File: src/rtl/rs485_dir_pkg.sv
package rs485_dir_pkg;

    // Controller phase: released, driving for data, or driving during hold-off
    typedef enum logic [1:0] {
        DIR_IDLE   = 2'd0,
        DIR_ACTIVE = 2'd1,
        DIR_HOLD   = 2'd2
    } dir_state_e;

    typedef struct packed {
        logic auto_en;
        logic invert;
    } dir_cfg_t;

    typedef struct packed {
        logic pending;
        logic last_stop;
        logic tick;
    } tx_evt_t;

    // Pin level for a given drive request and polarity
    function automatic logic dir_level(input logic drive, input logic invert);
        return drive ? invert : ~invert;
    endfunction

endpackage

File: src/rtl/rs485_holdoff_cnt.sv
module rs485_holdoff_cnt #(
    parameter int CNT_W = 8
) (
    input  logic             clk,
    input  logic             rst,
    input  logic             load,
    input  logic [CNT_W-1:0] load_val,
    input  logic             cancel,
    input  logic             tick,
    output logic             expire,
    output logic [CNT_W-1:0] cnt_q
);
    localparam logic [CNT_W-1:0] ONE = CNT_W'(1);

    // Last tick of a running countdown
    assign expire = tick && (cnt_q == ONE);

    always_ff @(posedge clk) begin
        if (rst || cancel) begin
            cnt_q <= '0;
        end else if (load) begin
            cnt_q <= load_val;
        end else if (tick && (cnt_q != '0)) begin
            cnt_q <= cnt_q - ONE;
        end
    end
endmodule

File: src/rtl/rs485_dir_fsm.sv
module rs485_dir_fsm
    import rs485_dir_pkg::*;
#(
    parameter int DLY_W = 8
) (
    input  logic             clk,
    input  logic             rst,
    input  dir_cfg_t         cfg,
    input  logic [DLY_W-1:0] dly,
    input  tx_evt_t          evt,
    input  logic             expire,
    output logic             load,
    output logic             cancel,
    output logic             drive_next,
    output dir_state_e       state_q
);
    dir_state_e state_d;
    logic       finish;

    assign finish = evt.last_stop && !evt.pending;

    always_comb begin
        state_d = state_q;
        load    = 1'b0;
        cancel  = 1'b0;
        if (!cfg.auto_en) begin
            state_d = DIR_IDLE;
            cancel  = 1'b1;
        end else begin
            unique case (state_q)
                DIR_IDLE: begin
                    if (evt.pending) state_d = DIR_ACTIVE;
                end
                DIR_ACTIVE: begin
                    if (finish) begin
                        if (dly == '0) begin
                            state_d = DIR_IDLE;
                        end else begin
                            state_d = DIR_HOLD;
                            load    = 1'b1;
                        end
                    end
                end
                DIR_HOLD: begin
                    if (evt.pending) begin
                        state_d = DIR_ACTIVE;
                        cancel  = 1'b1;
                    end else if (expire) begin
                        state_d = DIR_IDLE;
                    end
                end
                default: begin
                    state_d = DIR_IDLE;
                    cancel  = 1'b1;
                end
            endcase
        end
    end

    assign drive_next = (state_d != DIR_IDLE);

    always_ff @(posedge clk) begin
        if (rst) state_q <= DIR_IDLE;
        else     state_q <= state_d;
    end
endmodule

File: src/rtl/rs485_dir_drv.sv
module rs485_dir_drv
    import rs485_dir_pkg::*;
(
    input  logic     clk,
    input  logic     rst,
    input  dir_cfg_t cfg,
    input  logic     drive_next,
    output logic     pin_q
);
    always_ff @(posedge clk) begin
        if (rst) pin_q <= dir_level(1'b0, cfg.invert);
        else     pin_q <= dir_level(drive_next && cfg.auto_en, cfg.invert);
    end
endmodule

File: src/rtl/rs485_dir_ctrl.sv
module rs485_dir_ctrl
    import rs485_dir_pkg::*;
#(
    parameter int DLY_W = 8
) (
    input  logic             clk,
    input  logic             rst,
    input  logic             auto_en,
    input  logic             pol_invert,
    input  logic [DLY_W-1:0] hold_dly,
    input  logic             baud_tick,
    input  logic             tx_pending,
    input  logic             tx_last_stop,
    output logic             dir_out
);
    dir_cfg_t         cfg;
    tx_evt_t          evt;
    dir_state_e       state_q;
    logic             load, cancel, expire, drive_next;
    logic [DLY_W-1:0] cnt_q;

    assign cfg = '{auto_en: auto_en, invert: pol_invert};
    assign evt = '{pending: tx_pending, last_stop: tx_last_stop, tick: baud_tick};

    rs485_dir_fsm #(.DLY_W(DLY_W)) fsm_i (
        .clk(clk), .rst(rst), .cfg(cfg), .dly(hold_dly), .evt(evt),
        .expire(expire), .load(load), .cancel(cancel),
        .drive_next(drive_next), .state_q(state_q)
    );

    rs485_holdoff_cnt #(.CNT_W(DLY_W)) cnt_i (
        .clk(clk), .rst(rst), .load(load), .load_val(hold_dly),
        .cancel(cancel), .tick(evt.tick), .expire(expire), .cnt_q(cnt_q)
    );

    rs485_dir_drv drv_i (
        .clk(clk), .rst(rst), .cfg(cfg), .drive_next(drive_next), .pin_q(dir_out)
    );
endmodule

File: config.mk
export PLATFORM = sky130hd
export DESIGN_NAME = rs485_dir_ctrl
export DESIGN_NICKNAME = d
export VERILOG_FILES = /design/src/rtl/rs485_dir_pkg.sv /design/src/rtl/rs485_holdoff_cnt.sv /design/src/rtl/rs485_dir_fsm.sv /design/src/rtl/rs485_dir_drv.sv /design/src/rtl/rs485_dir_ctrl.sv
export SDC_FILE = /design/constraint.sdc
export NUM_CORES = 1
export LEC_CHECK = 0
export CORE_MARGIN = 1
export CORE_UTILIZATION = 35
export CTS_BUF_LIST = sky130_fd_sc_hd__clkbuf_16
export CTS_CLUSTER_SIZE = 14
export DETAILED_ROUTE_END_ITERATION = 10
export SYNTH_ARGS = -nofsm -noshare
export SYNTH_HDL_FRONTEND = slang
export SYNTH_HIERARCHICAL = 1
export SYNTH_SLANG_ARGS = --single-unit
File: constraint.sdc
create_clock -name clk -period 4.79 [get_ports clk]
set_clock_uncertainty 0.05 [all_clocks]
set_input_delay 1.1975 -clock clk [delete_from_list [all_inputs] [get_ports clk]]
set_output_delay 1.1975 -clock clk [all_outputs]
set_load 0.01 [all_outputs]
==> summary.txt, run 1 <==
Status - completed
Worst R2R Start - fsm_i/state_q[0]$_SDFF_PP0_
Post-synthesis sequential area ratio - 30.77%
Min cycle time layout - 3.171 ns
Final setup violation count - 0
Post-cts resize count - 0
R2R depth - 6
Final hold violation count - 0
Setup_tns - 0 ns
Met1 Routed Length - 859 um
Critical Path Sink - cnt_i/cnt_q[1]$_SDFFE_PP0P_
TritonRoute pass-1 iters - 4
CTS tree - yes
Slew @ Worst Pin - 0.5783 ns
Switching Fraction - 23.20%
Worst skew pair latency - 0.23 ns
Pleak - 0.3650 nW
Worst Hold Class - register to register
Synth warn - 6
Total power - 0.3099 mW
Synthesized cell area - 715.7 um^2
Routed WL - 1.825 mm
Post-Synthesis Cells - 88
Top achievable clock speed - 0.3154 GHz
Fraction of layout cells with a size suffix above 1 - 11.32%
Vias in the first global route - 655
Initial antenna violation count - 0
GRT Util Overall - 19.15%
Post-Layout Cell Count - 131
Clock Pin Slew Worst Setup and Hold Paths - 0.04 ns
Total CTS buffers - 3
Worst Path Arrival - 3.21 ns
Clock Sinks - 11
Met3 Wirelength - 42 um
Seq pwr share - 32.5%
Max layer used - met4
Worst r2r dst - cnt_i/cnt_q[1]$_SDFFE_PP0P_
Routed len/inst - 13.93 um
Crit Path Max Fanout - 9
CTS Root Cell - clkbuf_16
Ports - 16
Total grt overflow - 0
Area Overhead vs Synth - 35.84%
#FFs+latches synth - 11
Slew HR - 61.31%
Initial Util - 39.31%
Reg-to-reg setup timing slack - 2.73 ns
CTS HTree Levels - 1
Clock Tree Buf Depth - 2
Die area - 0.002230 mm^2
Period Utilization, post-route - 66.20%
Max cap viols - 0
Antenna-violating nets left - 0
Maximum VDD drop - 0.2209 mV
Post-route DRC - 0
RePlAce Congestion - 0.8736
Synth Net Count - 105
Die X - 47.22 um
Dpl hpwl - 1.351 mm
CP endpoint kind - register
First-pass GRT wire length - 2.918 mm
Dpl cells - 127
Synth cell types - 30
Cell Pwr Density - 318.7 mW/mm^2
CTS Hold Bufs - 0
WS Path Type - primary input to register
Diodes inserted - 0
Via density - 5.405
Vias - 708
Clock share of power - 48.3%
Fin. max-slew vios - 0
CP required - 4.83 ns
Row cnt - 15
Largest net degree at the start of global routing - 10
Mean Syn Cell Area - 8.133 um^2
Comb pwr share - 19.2%
RSZ-0062 raised after global routing - no
CP Launch Type - primary input
Final net count - 124
CP Launch Point - tx_pending
Port Buf Inserts - 15
Met2 Wirelength - 912 um
CORE AREA - 0.001821 mm^2
Internal cell power - 0.2380 mW
DR iter-0 viols - 19
Postcts setup bufs - 0
Die Ht - 47.22 um
P_sw - 0.07190 mW
metrics by stage:
| stage | area, um^2 | setup slack [ns] | hold WS (ns) | utilization, % |
|---|---|---|---|---|
| 2_1_floorplan | 715.7 | 2.011 | 0.4664 | - |
| 3_3_place_gp | 893.4 | 1.494 | 0.5245 | 49.07 |
| 3_5_place_dp | 893.4 | 1.382 | 0.5326 | 49.07 |
| 4_1_cts | 972.2 | 1.615 | 0.5484 | 53.40 |
| 5_1_grt | 972.2 | 1.462 | 0.5899 | 53.40 |
| 6_report | 972.2 | 1.619 | 0.5445 | 53.40 |
registers in the layout, summed over array words and instances, names as in the netlist:
signal / count
cnt_i/cnt_q: 8
drv_i/pin_q: 1
fsm_i/state_q: 2
routing by layer:
layer	track usage (%)	vias to the layer above
met4	8.571	0
li1	-	362
met2	31.23	11
met1	24.42	333
met5	0	-
met3	3.462	2
how the worst min path moves through the flow:
stage | startpoint | end | slack (ns) | cells past startpoint
after floorplan | cnt_i/cnt_q[1]$_SDFFE_PP0P_ | cnt_i/cnt_q[1]$_SDFFE_PP0P_ | 0.47 | 2
after global placement | fsm_i/state_q[0]$_SDFF_PP0_ | fsm_i/state_q[0]$_SDFF_PP0_ | 0.52 | 2
after detailed placement | cnt_i/cnt_q[2]$_SDFFE_PP0P_ | cnt_i/cnt_q[2]$_SDFFE_PP0P_ | 0.53 | 2
after CTS | fsm_i/state_q[0]$_SDFF_PP0_ | fsm_i/state_q[0]$_SDFF_PP0_ | 0.55 | 2
after global routing | cnt_i/cnt_q[2]$_SDFFE_PP0P_ | cnt_i/cnt_q[2]$_SDFFE_PP0P_ | 0.59 | 2
final | fsm_i/state_q[0]$_SDFF_PP0_ | fsm_i/state_q[0]$_SDFF_PP0_ | 0.54 | 2
placed cells by master, fill, tap and decap left out, types with 5 or more instances in the layout:
cell type | synthesis | layout
nor3b_1 | 5 | 5
dfxtp_1 | 11 | 11
a21oi_1 | 11 | 11
nand2_1 | 7 | 7
inv_1 | 5 | 6
clkdlybuf4s50_1 | 0 | 15
nor2_1 | 9 | 9
o21ai_0 | 6 | 6
synthesized netlist by cell type, drive strengths merged:
| master | instances | share of area (%) |
|---|---|---|
| o21ai | 7 | 5.4 |
| mux2i | 3 | 4.2 |
| dfxtp | 11 | 31 |
| xor2 | 1 | 1.2 |
| nand4 | 1 | 0.87 |
| o311ai | 2 | 2.4 |
| a21oi | 11 | 7.7 |
| clkbuf | 1 | 0.52 |
| and3 | 1 | 0.87 |
| nor4 | 2 | 3.8 |
| nor3b | 5 | 5.2 |
| nand2 | 7 | 3.7 |
| o31ai | 1 | 1.0 |
| xnor2 | 2 | 2.4 |
| a21bo | 1 | 1.4 |
| inv | 5 | 2.6 |
| ha | 2 | 3.5 |
| a211o | 1 | 1.4 |
| o32ai | 1 | 1.2 |
| nand2b | 2 | 1.7 |
| or2 | 1 | 0.87 |
| or4 | 3 | 4.7 |
| nor2 | 9 | 4.7 |
| nor2b | 2 | 1.7 |
| nand3 | 3 | 2.1 |
| nand3b | 1 | 1.0 |
| nor4bb | 1 | 1.4 |
| or3b | 1 | 1.2 |
cells by family after synthesis:
| group | count (synthesis) | synth area share (%) |
|---|---|---|
| simple gates | 39 | 34.09 |
| compound gates | 24 | 20.63 |
| flops | 11 | 30.77 |
| buf+inv | 6 | 3.147 |
| xor+xnor | 3 | 3.672 |
| mux | 3 | 4.196 |
| fa+ha+maj | 2 | 3.496 |
power by group through the flow:
stage          combinational (mW)  sequential [mW]  clock (mW)
3_3_place_gp               0.0584            0.102           0
4_1_cts                    0.0595            0.101       0.154
5_1_grt                    0.0653            0.101       0.158
3_5_place_dp               0.0589            0.102           0
2_1_floorplan              0.0362            0.101           0
6_report                   0.0596            0.101       0.150
final cells by class:
| class | instances | area (um^2) |
|---|---|---|
| timing repair buffer | 15 | 150.1 |
| multi-input combinational | 71 | 473.0 |
| clock buffer | 3 | 75.07 |
| fill | 176 | 848.3 |
| clock inverter | 1 | 3.754 |
| tap | 25 | 31.28 |
| inverter | 5 | 18.77 |
| sequential | 11 | 220.2 |
worst max-delay path: stages:
cell	delay, ns
clkdlybuf4s50_1	0.49
nor4bb_1	0.35
o21ai_2	0.12
nor2_1	0.47
inv_1	0.27
nand2_1	0.17
o311ai_0	0.15
(Power assumes the default switching activity.)
==> run 2: changes to the inputs <==
==> constraint.sdc (replaced) <==
create_clock -name clk -period 2.9 [get_ports clk]
set_clock_uncertainty 0.05 [all_clocks]
set_input_delay 0.725 -clock clk [delete_from_list [all_inputs] [get_ports clk]]
set_output_delay 0.725 -clock clk [all_outputs]
set_load 0.01 [all_outputs]
==> summary.txt, run 2 (synthesis results as in run 1) <==
Status - completed
RSZ-0062 raised after global routing - no
CP Launch Type - primary input
Worst Hold Class - register to register
Maximum VDD drop - 0.4272 mV
Post-route DRC - 0
Top achievable clock speed - 0.3847 GHz
Fraction of layout cells with a size suffix above 1 - 14.55%
Commonest non-fill, non-tap cell in the layout - clkdlybuf4s50_1
CTS Root Cell - clkbuf_16
Worst path slowest cell - clkdlybuf4s50_1
CP endpoint kind - register
Period Utilization, post-route - 89.63%
Port Buf Inserts - 15
Antenna-violating nets left - 0
Diodes inserted - 0
Total CTS buffers - 3
Min cycle time layout - 2.599 ns
Met3 Wirelength - 96 um
First-pass GRT wire length - 2.877 mm
Min-Delay Startpoint - cnt_i/cnt_q[7]$_SDFFE_PP0P_
Biggest regs - cnt_i/cnt_q: 8 flops, fsm_i/state_q: 2 flops, drv_i/pin_q: 1 flops
Worst R2R Start - fsm_i/state_q[0]$_SDFF_PP0_
Initial Util - 39.31%
CORE AREA - 0.001821 mm^2
Clock Tree Buf Depth - 2
Vias in the first global route - 650
Crit Path Max Fanout - 9
Via density - 5.489
CTS Hold Bufs - 0
Postcts setup bufs - 0
Top reg by flops - cnt_i/cnt_q
Max layer used - met4
Critical path cell sequence - clkdlybuf4s50_1, nor4bb_1, o21ai_2, nor2_1, inv_1, buf_4, nand4_1, o311ai_0
Post-cts resize count - 0
RePlAce Congestion - 0.8193
Vias - 741
Final net count - 128
Ports - 16
Die X - 47.22 um
CP Launch Point - tx_last_stop
WS Path Type - primary input to register
Cell Pwr Density - 514.5 mW/mm^2
Slew @ Worst Pin - 0.5088 ns
Max reg flops - 8
Dpl hpwl - 1.381 mm
Worst skew pair latency - 0.24 ns
Crit. path cell count - 8
Max cap viols - 0
Max incr delay on CP - 0.50 ns
Slew HR - 65.95%
Die Ht - 47.22 um
Die area - 0.002230 mm^2
Most frequent cells in the layout - clkdlybuf4s50_1 (15), a21oi_1 (11), dfxtp_1 (11)
Post-Layout Cell Count - 135
CTS tree - yes
CTS HTree Levels - 1
Row cnt - 15
Total grt overflow - 0
Pleak - 0.3839 nW
GRT Util Overall - 19.47%
Area Overhead vs Synth - 40.03%
Initial antenna violation count - 0
R2R depth - 7
Largest net degree at the start of global routing - 10
Buf/Inv on CP - 3
Setup_tns - 0 ns
Fin. max-slew vios - 0
Clock Pin Slew Worst Setup and Hold Paths - 0.04 ns
Worst Path Arrival - 2.65 ns
Final hold violation count - 0
Final setup violation count - 0
DR iter-0 viols - 23
CP top delay family - simple AND/OR/NAND/NOR gates
CP required - 2.95 ns
Met1 Routed Length - 829 um
Dpl cells - 131
Met2 Wirelength - 745 um
Routed WL - 1.715 mm
Routed len/inst - 12.70 um
TritonRoute pass-1 iters - 4
Hold depth - 2
Clock Sinks - 11
Fillers - 175
[run 2: changes by cell type in the layout (fill, tap and decap cells not counted), sizes merged]
cell / change
buf: +4
[run 2: per-stage QoR]
stage                     util [%]  power (mW)  instance area (um^2)  hold slack (ns)  setup WS [ns]
after floorplan                  -      0.2271                 715.7           0.4664         0.5935
after global placement       50.72      0.2696                 923.4           0.5302         0.1835
after detailed placement     50.72      0.2694                 923.4           0.5294        0.08199
after CTS                    55.05      0.5230                  1002           0.5352         0.3356
after global routing         55.05      0.5402                  1002           0.5560        0.09832
final                        55.05      0.5157                  1002           0.5380         0.3008
[run 2: tightest hold or removal path, delay by kind of cell (launching register included)]
kind / cells / cell delay, ns
AOI/OAI and AO/OA: 1 / 0.08
muxes: 1 / 0.14
DFF: 1 / 0.32
[run 2: worst paths after layout]
kind                                       to  slack [ns]
setup reg to reg  cnt_i/cnt_q[1]$_SDFFE_PP0P_        0.94
hold reg to reg   cnt_i/cnt_q[7]$_SDFFE_PP0P_        0.54
hold / removal    cnt_i/cnt_q[7]$_SDFFE_PP0P_        0.54
setup / recovery  cnt_i/cnt_q[1]$_SDFFE_PP0P_        0.30
[run 2: layout make-up]
class	count	area (um^2)	area share, %
clock buffers	3	75.07	7.491
clock inverters	1	3.754	0.3745
inverters	5	18.77	1.873
multi-input cells	71	473.0	47.19
flip-flops and latches	11	220.2	21.97
well taps	25	31.28	3.121
repair buffers	19	180.2	17.98
[run 2: per-layer routing]
| metal | GRT usage [%] | up-vias |
|---|---|---|
| li1 | - | 367 |
| met1 | 26.04 | 349 |
| met2 | 26.30 | 20 |
| met3 | 7.692 | 5 |
| met4 | 10.86 | 0 |
| met5 | 0 | - |
[run 2: power breakdown]
group | total (mW) | leakage (nW) | internal, mW | switching, mW
logic | 0.101 | 0.252 | 0.0567 | 0.0447
clock network | 0.248 | 0.0423 | 0.181 | 0.0671
registers | 0.166 | 0.0893 | 0.159 | 0.00785
total | 0.516 | 0.384 | 0.396 | 0.120
